===== config.mk =====
export PLATFORM = sky130hd
export DESIGN_NAME = i2c_addr_slave
export DESIGN_NICKNAME = d
export VERILOG_FILES = /design/src/rtl/i2c_slv_pkg.sv /design/src/rtl/i2c_line_sync.sv /design/src/rtl/i2c_addr_fsm.sv /design/src/rtl/i2c_slv_regs.sv /design/src/rtl/i2c_addr_slave.sv
export SDC_FILE = /design/constraint.sdc
export NUM_CORES = 1
export LEC_CHECK = 0
export ABC_AREA = 1
export CAP_MARGIN = 20
export CORE_ASPECT_RATIO = 0.75
export CORE_MARGIN = 8
export CORE_UTILIZATION = 55
export CTS_CLUSTER_SIZE = 14
export DETAILED_ROUTE_END_ITERATION = 10
export DONT_BUFFER_PORTS = 1
export HOLD_SLACK_MARGIN = 0.08
export PLACE_DENSITY = 0.7
export SLEW_MARGIN = 20
export SYNTH_ARGS = -nofsm -noshare
export SYNTH_HDL_FRONTEND = slang
export SYNTH_SLANG_ARGS = --single-unit

===== constraint.sdc =====
create_clock -name clk -period 1.8 [get_ports clk]
set_input_delay 0.09 -clock clk [delete_from_list [all_inputs] [get_ports clk]]
set_output_delay 0.09 -clock clk [all_outputs]
set_load 0.02 [all_outputs]

===== src/rtl/i2c_slv_pkg.sv =====
package i2c_slv_pkg;

    // control register bit positions
    localparam int unsigned CTRL_EN  = 0;
    localparam int unsigned CTRL_ACK = 1;
    localparam int unsigned CTRL_IRQ = 2;
    localparam int unsigned CTRL_GC  = 3;

    // status register bit positions
    localparam int unsigned STAT_EVT   = 0;
    localparam int unsigned STAT_MATCH = 1;
    localparam int unsigned STAT_GC    = 3;

    typedef enum logic [1:0] {
        SEL_CTRL = 2'd0,
        SEL_STAT = 2'd1,
        SEL_OWN  = 2'd2,
        SEL_DATA = 2'd3
    } reg_sel_e;

    typedef enum logic [2:0] {
        ST_IDLE,
        ST_ADDR,
        ST_DECIDE,
        ST_ACK,
        ST_HOLD,
        ST_SKIP
    } slv_state_e;

    typedef struct packed {
        logic gc_en;
        logic irq_en;
        logic ack_en;
        logic enable;
    } ctrl_t;

endpackage


===== src/rtl/i2c_line_sync.sv =====
module i2c_line_sync #(
    parameter int STAGES = 2
) (
    input  logic clk,
    input  logic rst_n,
    input  logic scl_i,
    input  logic sda_i,
    output logic sda_lvl_o,
    output logic scl_rise_o,
    output logic scl_fall_o,
    output logic start_o,
    output logic stop_o
);

    typedef struct packed {
        logic [STAGES-1:0] scl_pipe;
        logic [STAGES-1:0] sda_pipe;
        logic              scl_prev;
        logic              sda_prev;
    } sync_t;

    sync_t d, q;
    logic  scl_lvl;
    logic  sda_lvl;

    assign scl_lvl = q.scl_pipe[STAGES-1];
    assign sda_lvl = q.sda_pipe[STAGES-1];

    always_comb begin
        d          = q;
        d.scl_pipe = {q.scl_pipe[STAGES-2:0], scl_i};
        d.sda_pipe = {q.sda_pipe[STAGES-2:0], sda_i};
        d.scl_prev = scl_lvl;
        d.sda_prev = sda_lvl;
    end

    always_ff @(posedge clk or negedge rst_n) begin
        if (!rst_n) begin
            q <= '{scl_pipe: '1, sda_pipe: '1, scl_prev: 1'b1, sda_prev: 1'b1};
        end else begin
            q <= d;
        end
    end

    assign sda_lvl_o  = sda_lvl;
    assign scl_rise_o = scl_lvl & ~q.scl_prev;
    assign scl_fall_o = ~scl_lvl & q.scl_prev;
    assign start_o    = scl_lvl & q.scl_prev & q.sda_prev & ~sda_lvl;
    assign stop_o     = scl_lvl & q.scl_prev & ~q.sda_prev & sda_lvl;

endmodule


===== src/rtl/i2c_addr_fsm.sv =====
module i2c_addr_fsm
    import i2c_slv_pkg::*;
#(
    parameter int ADDR_W = 7
) (
    input  logic              clk,
    input  logic              rst_n,
    input  logic              en_i,
    input  logic              ack_en_i,
    input  logic              gc_en_i,
    input  logic [ADDR_W-1:0] own_addr_i,
    input  logic              sda_lvl_i,
    input  logic              scl_rise_i,
    input  logic              scl_fall_i,
    input  logic              start_i,
    input  logic              stop_i,
    input  logic              stat_rd_i,
    output logic              sda_low_o,
    output logic              scl_low_o,
    output logic              match_evt_o,
    output logic              gc_evt_o,
    output logic              stop_evt_o,
    output logic [ADDR_W:0]   rx_byte_o
);

    localparam int BYTE_W = ADDR_W + 1;
    localparam int CNT_W  = $clog2(BYTE_W);
    localparam logic [CNT_W-1:0] LAST_BIT = CNT_W'(BYTE_W - 1);

    typedef struct packed {
        slv_state_e        state;
        logic [BYTE_W-1:0] shreg;
        logic [CNT_W-1:0]  cnt;
        logic              sda_low;
        logic              scl_low;
        logic              pending;
    } fsm_t;

    fsm_t d, q;
    logic [ADDR_W-1:0] rx_addr;
    logic              own_hit;
    logic              gc_hit;

    assign rx_addr = q.shreg[BYTE_W-1:1];
    assign own_hit = (rx_addr == own_addr_i) && (rx_addr != '0);
    assign gc_hit  = gc_en_i && (rx_addr == '0);

    always_comb begin
        d           = q;
        match_evt_o = 1'b0;
        gc_evt_o    = 1'b0;
        if (!en_i) begin
            d.state   = ST_IDLE;
            d.cnt     = '0;
            d.sda_low = 1'b0;
            d.scl_low = 1'b0;
            d.pending = 1'b0;
        end else begin
            if (stat_rd_i) begin
                d.pending = 1'b0;
            end
            if (stop_i) begin
                d.state   = ST_IDLE;
                d.sda_low = 1'b0;
                d.scl_low = 1'b0;
                d.pending = 1'b0;
            end else if (start_i) begin
                d.state   = ST_ADDR;
                d.cnt     = '0;
                d.sda_low = 1'b0;
                d.scl_low = 1'b0;
                d.pending = 1'b0;
            end else begin
                unique case (q.state)
                    ST_ADDR: begin
                        if (scl_rise_i) begin
                            d.shreg = {q.shreg[BYTE_W-2:0], sda_lvl_i};
                            if (q.cnt == LAST_BIT) begin
                                d.state = ST_DECIDE;
                            end else begin
                                d.cnt = q.cnt + 1'b1;
                            end
                        end
                    end
                    ST_DECIDE: begin
                        if (scl_fall_i) begin
                            if (own_hit || gc_hit) begin
                                d.state     = ST_ACK;
                                d.sda_low   = ack_en_i;
                                d.pending   = 1'b1;
                                match_evt_o = 1'b1;
                                gc_evt_o    = gc_hit && !own_hit;
                            end else begin
                                d.state = ST_SKIP;
                            end
                        end
                    end
                    ST_ACK: begin
                        if (scl_fall_i) begin
                            d.sda_low = 1'b0;
                            d.state   = ST_HOLD;
                        end
                    end
                    ST_HOLD: begin
                        d.scl_low = q.pending && !stat_rd_i;
                    end
                    default: begin
                    end
                endcase
            end
        end
    end

    always_ff @(posedge clk or negedge rst_n) begin
        if (!rst_n) begin
            q <= '{state: ST_IDLE, shreg: '0, cnt: '0,
                   sda_low: 1'b0, scl_low: 1'b0, pending: 1'b0};
        end else begin
            q <= d;
        end
    end

    assign sda_low_o  = q.sda_low;
    assign scl_low_o  = q.scl_low;
    assign stop_evt_o = en_i && stop_i;
    assign rx_byte_o  = q.shreg;

    // an acknowledge pull only starts while acknowledge is enabled
    p_ack_gate_r5: assert property (@(posedge clk) disable iff (!rst_n)
        $rose(q.sda_low) |-> $past(ack_en_i));

    // the stretch is gone on the cycle after a status read
    p_release_after_read_r8: assert property (@(posedge clk) disable iff (!rst_n)
        stat_rd_i |=> !q.scl_low);

    // a disabled block releases both lines
    p_quiet_when_off_r12: assert property (@(posedge clk) disable iff (!rst_n)
        !en_i |=> (!q.sda_low && !q.scl_low));

endmodule


===== src/rtl/i2c_slv_regs.sv =====
module i2c_slv_regs
    import i2c_slv_pkg::*;
#(
    parameter int ADDR_W = 7
) (
    input  logic            clk,
    input  logic            rst_n,
    input  logic [1:0]      reg_sel_i,
    input  logic            reg_wr_i,
    input  logic            reg_rd_i,
    input  logic [ADDR_W:0] reg_wdata_i,
    output logic [ADDR_W:0] reg_rdata_o,
    input  logic            match_evt_i,
    input  logic            gc_evt_i,
    input  logic            stop_evt_i,
    input  logic [ADDR_W:0] rx_byte_i,
    output ctrl_t           ctrl_o,
    output logic [ADDR_W-1:0] own_addr_o,
    output logic            stat_rd_o,
    output logic            matched_o,
    output logic            irq_o
);

    localparam int BYTE_W = ADDR_W + 1;

    typedef struct packed {
        ctrl_t             ctrl;
        logic [ADDR_W-1:0] own;
        logic [BYTE_W-1:0] data;
        logic              evt;
        logic              matched;
        logic              gcall;
        logic              armed;
    } regs_t;

    regs_t    d, q;
    reg_sel_e sel;
    logic     data_acc;

    assign sel       = reg_sel_e'(reg_sel_i);
    assign stat_rd_o = reg_rd_i && (sel == SEL_STAT);
    assign data_acc  = (reg_rd_i || reg_wr_i) && (sel == SEL_DATA);

    always_comb begin
        d = q;
        if (reg_wr_i) begin
            unique case (sel)
                SEL_CTRL: d.ctrl = ctrl_t'(reg_wdata_i[3:0]);
                SEL_OWN:  d.own  = reg_wdata_i[ADDR_W-1:0];
                SEL_DATA: d.data = reg_wdata_i;
                default: begin
                end
            endcase
        end
        if (stat_rd_o && q.evt) begin
            d.armed = 1'b1;
        end
        if (data_acc && q.armed) begin
            d.evt     = 1'b0;
            d.matched = 1'b0;
            d.gcall   = 1'b0;
            d.armed   = 1'b0;
        end
        if (stop_evt_i) begin
            d.evt     = 1'b0;
            d.matched = 1'b0;
            d.gcall   = 1'b0;
            d.armed   = 1'b0;
        end
        if (match_evt_i) begin
            d.evt     = 1'b1;
            d.matched = 1'b1;
            d.gcall   = gc_evt_i;
            d.armed   = 1'b0;
            d.data    = rx_byte_i;
        end
    end

    always_ff @(posedge clk or negedge rst_n) begin
        if (!rst_n) begin
            q <= '{ctrl: '0, own: '0, data: '0, evt: 1'b0,
                   matched: 1'b0, gcall: 1'b0, armed: 1'b0};
        end else begin
            q <= d;
        end
    end

    always_comb begin
        reg_rdata_o = '0;
        unique case (sel)
            SEL_CTRL: reg_rdata_o[3:0] = q.ctrl;
            SEL_STAT: begin
                reg_rdata_o[STAT_EVT]   = q.evt;
                reg_rdata_o[STAT_MATCH] = q.matched;
                reg_rdata_o[STAT_GC]    = q.gcall;
            end
            SEL_OWN:  reg_rdata_o[ADDR_W-1:0] = q.own;
            SEL_DATA: reg_rdata_o = q.data;
            default: begin
            end
        endcase
    end

    assign ctrl_o     = q.ctrl;
    assign own_addr_o = q.own;
    assign matched_o  = q.matched;
    assign irq_o      = q.evt && q.ctrl.irq_en;

    // the event flag only rises from an address match
    p_event_source_r3: assert property (@(posedge clk) disable iff (!rst_n)
        $rose(q.evt) |-> $past(match_evt_i));

    // the event flag only falls after the two-step clear or a stop
    p_event_clear_r9: assert property (@(posedge clk) disable iff (!rst_n)
        $fell(q.evt) |-> $past(stop_evt_i || (data_acc && q.armed)));

endmodule


===== src/rtl/i2c_addr_slave.sv =====
module i2c_addr_slave
    import i2c_slv_pkg::*;
#(
    parameter int ADDR_W      = 7,
    parameter int SYNC_STAGES = 2
) (
    input  logic            clk,
    input  logic            rst_n,
    input  logic            scl_in,
    input  logic            sda_in,
    output logic            scl_pull,
    output logic            sda_pull,
    input  logic [1:0]      reg_sel,
    input  logic            reg_wr,
    input  logic            reg_rd,
    input  logic [ADDR_W:0] reg_wdata,
    output logic [ADDR_W:0] reg_rdata,
    output logic            irq
);

    logic              sda_lvl;
    logic              scl_rise;
    logic              scl_fall;
    logic              start_det;
    logic              stop_det;
    logic              stat_rd;
    logic              match_evt;
    logic              gc_evt;
    logic              stop_evt;
    logic              matched;
    logic [ADDR_W:0]   rx_byte;
    logic [ADDR_W-1:0] own_addr;
    ctrl_t             ctrl;

    i2c_line_sync #(.STAGES(SYNC_STAGES)) u_sync (
        .clk        (clk),
        .rst_n      (rst_n),
        .scl_i      (scl_in),
        .sda_i      (sda_in),
        .sda_lvl_o  (sda_lvl),
        .scl_rise_o (scl_rise),
        .scl_fall_o (scl_fall),
        .start_o    (start_det),
        .stop_o     (stop_det)
    );

    i2c_addr_fsm #(.ADDR_W(ADDR_W)) u_fsm (
        .clk         (clk),
        .rst_n       (rst_n),
        .en_i        (ctrl.enable),
        .ack_en_i    (ctrl.ack_en),
        .gc_en_i     (ctrl.gc_en),
        .own_addr_i  (own_addr),
        .sda_lvl_i   (sda_lvl),
        .scl_rise_i  (scl_rise),
        .scl_fall_i  (scl_fall),
        .start_i     (start_det),
        .stop_i      (stop_det),
        .stat_rd_i   (stat_rd),
        .sda_low_o   (sda_pull),
        .scl_low_o   (scl_pull),
        .match_evt_o (match_evt),
        .gc_evt_o    (gc_evt),
        .stop_evt_o  (stop_evt),
        .rx_byte_o   (rx_byte)
    );

    i2c_slv_regs #(.ADDR_W(ADDR_W)) u_regs (
        .clk         (clk),
        .rst_n       (rst_n),
        .reg_sel_i   (reg_sel),
        .reg_wr_i    (reg_wr),
        .reg_rd_i    (reg_rd),
        .reg_wdata_i (reg_wdata),
        .reg_rdata_o (reg_rdata),
        .match_evt_i (match_evt),
        .gc_evt_i    (gc_evt),
        .stop_evt_i  (stop_evt),
        .rx_byte_i   (rx_byte),
        .ctrl_o      (ctrl),
        .own_addr_o  (own_addr),
        .stat_rd_o   (stat_rd),
        .matched_o   (matched),
        .irq_o       (irq)
    );

    // a stretch is only ever held for a matched address
    p_stretch_needs_match_r8: assert property (@(posedge clk) disable iff (!rst_n)
        scl_pull |-> matched);

endmodule


==> summary.txt, run 1 <==
GRT
  – Vias in the first global route: 1900
  – Met3 Use GR: 0.0483
  – M2 GR Usage: 0.242
  – All-Layer GR Usage: 0.174
  – Global routing usage on met1: 0.253
  – GRT Residual Overflow: 0
  – Initial antenna violation count: 0
  – GRT busiest layer: met1
  – First-pass GRT wire length: about 9.3 mm
  – Pin count of the biggest net entering global routing: 46

Finish
  – Footprint of the multi-input gates: 1060 um2
  – Diode count: 0
  – Nets: ~340
  – Ratio of cells with drive above 1 in the final layout: 0.156
  – FF+latch area: about 1100 um2
  – Synth-to-layout area growth: 12.8%
  – Fillers: 358

Synthesis
  – Synth unique cells: 33
  – YS warnings: 0
  – Post-synth top area share: 0.406
  – Top cells by count, synth: nand2_1 (80), nand3_1 (41), dfrtp_1 (39)
  – Largest cells by area after synthesis: dfrtp_1 (41%), nand2_1 (13%), nand3_1 (8.5%)
  – Syn Nets: about 320
  – Largest area contributor in the netlist: dfrtp_1
  – Main synth FF type: dfrtp_1
  – #FFs+latches synth: 45
  – Seq/Total Area, Yosys: 0.472
  – EDFF count, synth: 0
  – Post-Syn Area: between 2000 and 2500 um2
  – Cell count after synthesis: approximately 300
  – Asr flop ratio synth: 1.00
  – Count leader, synth: nand2_1
  – Synthesized area per cell: slightly above 8 um2

STA
  – Final Cycle Share: 0.908
  – Worst setup margin: roughly 0.17 ns
  – Hold Fails Final Rpt: 0
  – Post-layout minimum cycle time: about 1.6 ns
  – Post-route setup TNS: 0 ns
  – Least-Margin Pin Slew: slightly below 0.6 ns
  – Slew Viols, Final: 0
  – Unrepaired setup endpoints after global routing: no
  – Rel. slew slack: 0.605
  – Max Clk Rate: between 600 and 700 MHz
  – Final setup violation count: 0
  – Skew final: around 0.011 ns

Routing
  – DRT iter0 DRCs: 211
  – Drt drc: 0
  – Routed wire length: 5.38 mm
  – Vias per inst: between 5 and 6
  – TritonRoute pass-1 iters: 4
  – Drt wl/cell: approximately 14 um
  – Via count: 2032
  – Final ANT Viol Nets: 0

Clock network
  – CTS tree: yes
  – TritonCTS buffer count: 5
  – Clock latency on the worst-skew pair: about 0.30 ns
  – CTS Sinks: 45
  – CTS Root Cell: clkbuf_8
  – H-tree Lvls: 2
  – Setup Fix Bufs, Post-CTS: 0
  – Clock-pin slew on the worst setup and hold paths: approximately 0.08 ns
  – CTS Buffer Depth: 2

Power and ir drop
  – Final total power: ~2.3 mW
  – PD cells: between 800 and 900 nW/um2
  – Leakage: approximately 1.3 nW
  – Worst vdd ir: about 0.67 mV

Worst hold path
  – Hold_sp: reg_wr
  – Tightest Hold Check Type: input pin to register
  – WHS Path Cells: 2
  – Worst hold endpoint: u_regs.ctrl_o[3]

Floorplanning
  – # rows: 20
  – I/O pin count: 27
  – Initial Util: 0.582
  – Die area: 6760 um2
  – Chip width: 92.3 um
  – Die H: between 70 and 80 um
  – Core Footprint: around 4100 um2

Worst setup path
  – Reg2reg start: u_sync.sda_lvl_o
  – CP Data Arrival Time: ~1.8 ns
  – Setup crit end kind: register
  – Worst EP required: 1.98 ns
  – Worst-path maximum fanout: 16
  – Max stage delay cell, worst path: dfstp_2
  – Critical path's largest stage delay: around 0.54 ns
  – R2R Path End: u_fsm.rx_byte_o[1]
  – Register-to-register setup slack: 0.17 ns
  – R2R cell count: 7
  – Kind of critical path: register to register
  – Critical path launch point type: register
  – Sequence of cells on the critical path: inv_2, nand2_1, o21ai_2, nor2_4, nand2_2, nor2_1, a21oi_2

Placement
  – Port Buf Inserts: 0
  – Final RePlAce weighted congestion: between 0.8 and 0.9
  – Place WS: ~0.17 ns
  – Hpwl dp: slightly below 4 mm

Job
  – Max cap viols: 0

Outcome
  – Status: finished clean
placed cells by master, fill, tap and decap left out:
cell / Yosys / routed
o21a_1: 1 / 1
dfstp_2: 6 / 6
clkbuf_8: 0 / 5
o211ai_1: 1 / 1
nand3_2: 2 / 2
buf_4: 0 / 4
a31oi_1: 1 / 1
dfrtp_1: 39 / 39
mux2i_1: 1 / 1
xnor2_1: 3 / 3
inv_1: 35 / 35
nor2_4: 2 / 2
a21oi_2: 2 / 2
o2111ai_1: 1 / 1
ha_1: 2 / 2
clkbuf_1: 1 / 3
or2_4: 1 / 1
dlygate4sd3_1: 0 / 15
buf_16: 0 / 1
nand2_1: 80 / 80
nand3b_1: 1 / 1
o21ai_2: 8 / 8
a32oi_1: 1 / 1
inv_2: 6 / 6
nand4_1: 3 / 3
clkinv_2: 1 / 1
a22o_1: 1 / 1
o21ai_0: 16 / 16
nand2_2: 6 / 6
nor2_1: 20 / 20
nand2_4: 2 / 2
o21ai_1: 2 / 2
nor3_1: 4 / 4
nand3_1: 41 / 41
nor2_2: 3 / 3
nor3_4: 1 / 1
cell type report:
class / count / share of cell area
inverters: 42 / 0.0587
well taps: 55 / 0.0254
clock buffers: 8 / 0.0296
flip-flops and latches: 45 / 0.418
multi-input cells: 206 / 0.391
repair buffers: 20 / 0.0767
worst max-delay path by stage:
| stage | from | endpoint | depth (start not counted) |
|---|---|---|---|
| global route | u_sync.sda_lvl_o | u_fsm.q[16] | 10 |
| floorplan | u_sync.sda_lvl_o | u_fsm.q[16] | 10 |
| CTS | u_sync.sda_lvl_o | u_fsm.rx_byte_o[1] | 7 |
| global placement | u_sync.sda_lvl_o | u_fsm.q[16] | 10 |
| detailed placement | u_sync.sda_lvl_o | u_fsm.rx_byte_o[1] | 7 |
| finish | u_sync.sda_lvl_o | u_fsm.rx_byte_o[1] | 7 |
sequential cells by signal (all words and copies together), names as in the netlist:
name,flops
u_fsm.sda_low_o,1
u_fsm.scl_low_o,1
u_sync.sda_lvl_o,1
u_sync.d,3
u_regs.q,11
u_fsm.rx_byte_o,8
u_regs.own_addr_o,7
u_fsm.q,7
u_sync.q,2
u_regs.ctrl_o,4
report_power, final:
part / switching, mW / leakage (nW) / internal (mW)
clock: 0.317 / 0.0395 / 0.276
sequential: 0.103 / 0.574 / 1.14
combinational: 0.275 / 0.717 / 0.171
total: 0.695 / 1.33 / 1.58
stage by stage:
stage / util / hold slack [ns] / area (um2) / instances
after floorplan: - / -0.206 / 2400 / 298
after global placement: 0.594 / -0.204 / 2450 / 352
after detailed placement: 0.594 / -0.204 / 2450 / 352
after CTS: 0.656 / 0.117 / 2710 / 376
after global routing: 0.656 / 0.145 / 2710 / 376
final: 0.656 / 0.127 / 2710 / 376
repair_timing:
item / in CTS / in global routing
gates resized for setup: 0 / 0
hold buffers: 16 / 0
hold endpoints to repair: 65 / 0
worst max-delay path, delay by kind of cell, from the launching register on:
family,cells,cell delay [ns]
compound gates,2,0.14
buf+inv,1,0.06
flops,1,0.54
simple gates,4,0.78
kinds of logic after synthesis:
| group | after synthesis | synth area share |
|---|---|---|
| and+or+nand+nor | 166 | 0.322 |
| adders and majority gates | 2 | 0.0104 |
| AOI/OAI and AO/OA | 34 | 0.0938 |
| xor gates and xnor gates | 3 | 0.0109 |
| DFF | 45 | 0.472 |
| muxes | 1 | 0.00417 |
| buffers and inverters | 47 | 0.0865 |
per-layer routing:
layer | wire length, um | up-vias | share of wire
met2 | 2300 | 52 | 0.43
met5 | 0 | - | 0
met4 | 57 | 0 | 0.011
li1 | - | 1000 | -
met3 | 360 | 7 | 0.067
met1 | 2660 | 973 | 0.49
(Power assumes the default switching activity.)
==> inputs of run 2 (changes only) <==
--- a/config.mk
+++ b/config.mk
@@ -8,7 +8,7 @@
 export ABC_AREA = 1
 export CAP_MARGIN = 20
 export CORE_ASPECT_RATIO = 0.75
-export CORE_MARGIN = 8
+export CORE_MARGIN = 2
 export CORE_UTILIZATION = 55
 export CTS_CLUSTER_SIZE = 14
 export DETAILED_ROUTE_END_ITERATION = 10
==> summary.txt, run 2 (synthesized netlist as in run 1, its figures left out) <==
STA
  – Post-route setup TNS: 0 ns (unchanged)
  – Post-layout minimum cycle time: 1.63 ns (about the same)
  – Final Cycle Share: 0.908 (about the same)
  – Least-Margin Pin Slew: 0.629 ns (was 0.590 ns)
  – Unrepaired setup endpoints after global routing: no (unchanged)
  – Slew Viols, Final: 0 (unchanged)
  – Skew final: 0.00852 ns (was 0.0106 ns)
  – Rel. slew slack: 0.576 (was 0.605)
  – Max Clk Rate: 612 MHz (about the same)
  – Hold Fails Final Rpt: 0 (unchanged)
  – Final setup violation count: 0 (unchanged)

Routing
  – TritonRoute pass-1 iters: 5 (was 4)
  – Drt wl/cell: 14.5 um (was 14.3 um)
  – Via count: 1993 (was 2032)
  – Routed wire length: 5.43 mm (was 5.38 mm)
  – Vias per inst: 5.34 (was 5.40)
  – DRT iter0 DRCs: 163 (was 211)
  – Final ANT Viol Nets: 0 (unchanged)
  – Drt drc: 0 (unchanged)

Worst setup path
  – Register-to-register setup slack: 0.17 ns (about the same)
  – Kind of critical path: register to register (unchanged)
  – CP Data Arrival Time: 1.84 ns (was 1.81 ns)
  – Worst EP required: 2.00 ns (was 1.98 ns)
  – Worst-path maximum fanout: 8 (was 16)
  – R2R cell count: 10 (was 7)
  – R2R Path End: u_fsm.q[16] (was u_fsm.rx_byte_o[1])
  – Reg2reg start: u_sync.sda_lvl_o (unchanged)
  – Setup crit end kind: register (unchanged)
  – Critical path launch point type: register (unchanged)

Floorplanning
  – I/O pin count: 27 (unchanged)
  – Die H: 61.2 um (was 73.2 um)
  – Core Footprint: 4130 um2 (unchanged)
  – Chip width: 80.3 um (was 92.3 um)
  – Die area: 4920 um2 (was 6760 um2)
  – # rows: 20 (unchanged)
  – Initial Util: 0.582 (unchanged)

GRT
  – Pin count of the biggest net entering global routing: 46 (unchanged)
  – All-Layer GR Usage: 0.243 (was 0.174)
  – GRT Residual Overflow: 0 (unchanged)
  – First-pass GRT wire length: 8.80 mm (was 9.32 mm)
  – Initial antenna violation count: 0 (unchanged)
  – Vias in the first global route: 1761 (was 1900)

Power and ir drop
  – Leakage: 1.33 nW (about the same)
  – Worst vdd ir: 0.627 mV (was 0.669 mV)
  – Final total power: 2.48 mW (was 2.28 mW)
  – PD cells: 911 nW/um2 (was 841 nW/um2)

Placement
  – Hpwl dp: 3.83 mm (was 3.98 mm)
  – Final RePlAce weighted congestion: 0.843 (was 0.859)
  – Port Buf Inserts: 0 (unchanged)

Clock network
  – Clock latency on the worst-skew pair: 0.30 ns (about the same)
  – Setup Fix Bufs, Post-CTS: 0 (unchanged)
  – Clock-pin slew on the worst setup and hold paths: 0.09 ns (was 0.08 ns)
  – TritonCTS buffer count: 5 (unchanged)
  – Post_cts resized: 0 (unchanged)
  – H-tree Lvls: 2 (unchanged)
  – CTS tree: yes (unchanged)
  – CTS Sinks: 45 (unchanged)
  – # hold bufs at CTS: 16 (unchanged)
  – CTS Root Cell: clkbuf_8 (unchanged)
  – CTS Buffer Depth: 2 (unchanged)

Finish
  – Synth-to-layout area growth: 13.4% (was 12.8%)
  – Most frequent cells in the layout: nand2_1 (80), nand3_1 (41), dfrtp_1 (39) (unchanged)
  – Diode count: 0 (unchanged)
  – Max reg flops: 11 (unchanged)
  – Most common cell after layout, fill and taps aside: nand2_1 (unchanged)
  – Most flop-heavy register: u_regs.q (unchanged)
  – Fillers: 367 (was 358)
  – Footprint of the multi-input gates: 1060 um2 (unchanged)
  – FF+latch area: 1130 um2 (unchanged)
  – Ratio of cells with drive above 1 in the final layout: 0.154 (was 0.156)
  – Nets: 335 (was 338)

Worst hold path
  – Tightest Hold Check Type: input pin to register (unchanged)
  – Worst hold endpoint: u_regs.ctrl_o[0] (was u_regs.ctrl_o[3])
  – Hold_sp: reg_wr (unchanged)
  – WHS Path Cells: 2 (unchanged)

Outcome
  – Status: finished clean (unchanged)

Job
  – Max cap viols: 0 (unchanged)
run 2: changes by cell type in the layout (fill, tap and decap cells not counted):
cell and delta:
buf_4 -3, clkbuf_1 -2, bufinv_16 +1, clkbuf_8 +1
run 2: per-stage QoR:
step | cell area (um2) | setup WS, ns | instances | hold WS, ns | utilization
floorplan | 2400 | 0.330 | 298 | -0.206 | -
global placement | 2430 | 0.185 | 349 | -0.204 | 0.588
detailed placement | 2430 | 0.168 | 349 | -0.204 | 0.588
CTS | 2720 | 0.169 | 373 | 0.104 | 0.659
global route | 2720 | 0.0545 | 373 | 0.168 | 0.659
finish | 2720 | 0.166 | 373 | 0.115 | 0.659
run 2: worst max-delay path by stage:
stage	startpoint	endpoint
5_1_grt	u_fsm.rx_byte_o[2]	u_regs.q[10]
2_1_floorplan	u_sync.sda_lvl_o	u_fsm.q[16]
4_1_cts	u_sync.sda_lvl_o	u_fsm.q[16]
3_3_place_gp	u_sync.sda_lvl_o	u_fsm.rx_byte_o[1]
6_report	u_sync.sda_lvl_o	u_fsm.q[16]
3_5_place_dp	u_sync.sda_lvl_o	u_fsm.q[16]
run 2: critical path: stages, from the launching register on:
cell and delay [ns]:
dfstp_2 0.54, inv_2 0.07, nand2_1 0.09, o21ai_2 0.10, nor2_4 0.20, inv_1 0.08, or2_4 0.24, nand3_1 0.07
inv_1 0.04, nand2_1 0.06, nand2_1 0.04
run 2: cell type report:
type | count | share of cell area
Sequential cell | 45 | 0.416
Multi-Input combinational cell | 206 | 0.389
Timing Repair Buffer | 17 | 0.0680
Inverter | 42 | 0.0584
Clock buffer | 7 | 0.0317
Tap cell | 55 | 0.0253
Clock inverter | 1 | 0.0110
run 2: power by group:
| part | switching, mW | total, mW | internal (mW) |
|---|---|---|---|
| Clock | 0.339 | 0.792 | 0.453 |
| Sequential | 0.104 | 1.24 | 1.14 |
| Combinational | 0.283 | 0.449 | 0.166 |
| Total | 0.726 | 2.48 | 1.75 |
run 2: routing by layer:
metal  wire [um]  vias up  track usage
met5           0        -            0
met4          42        0       0.0654
met3         362        5       0.0543
met2        2190       68        0.332
met1        2830      925        0.388
li1            -      995            -
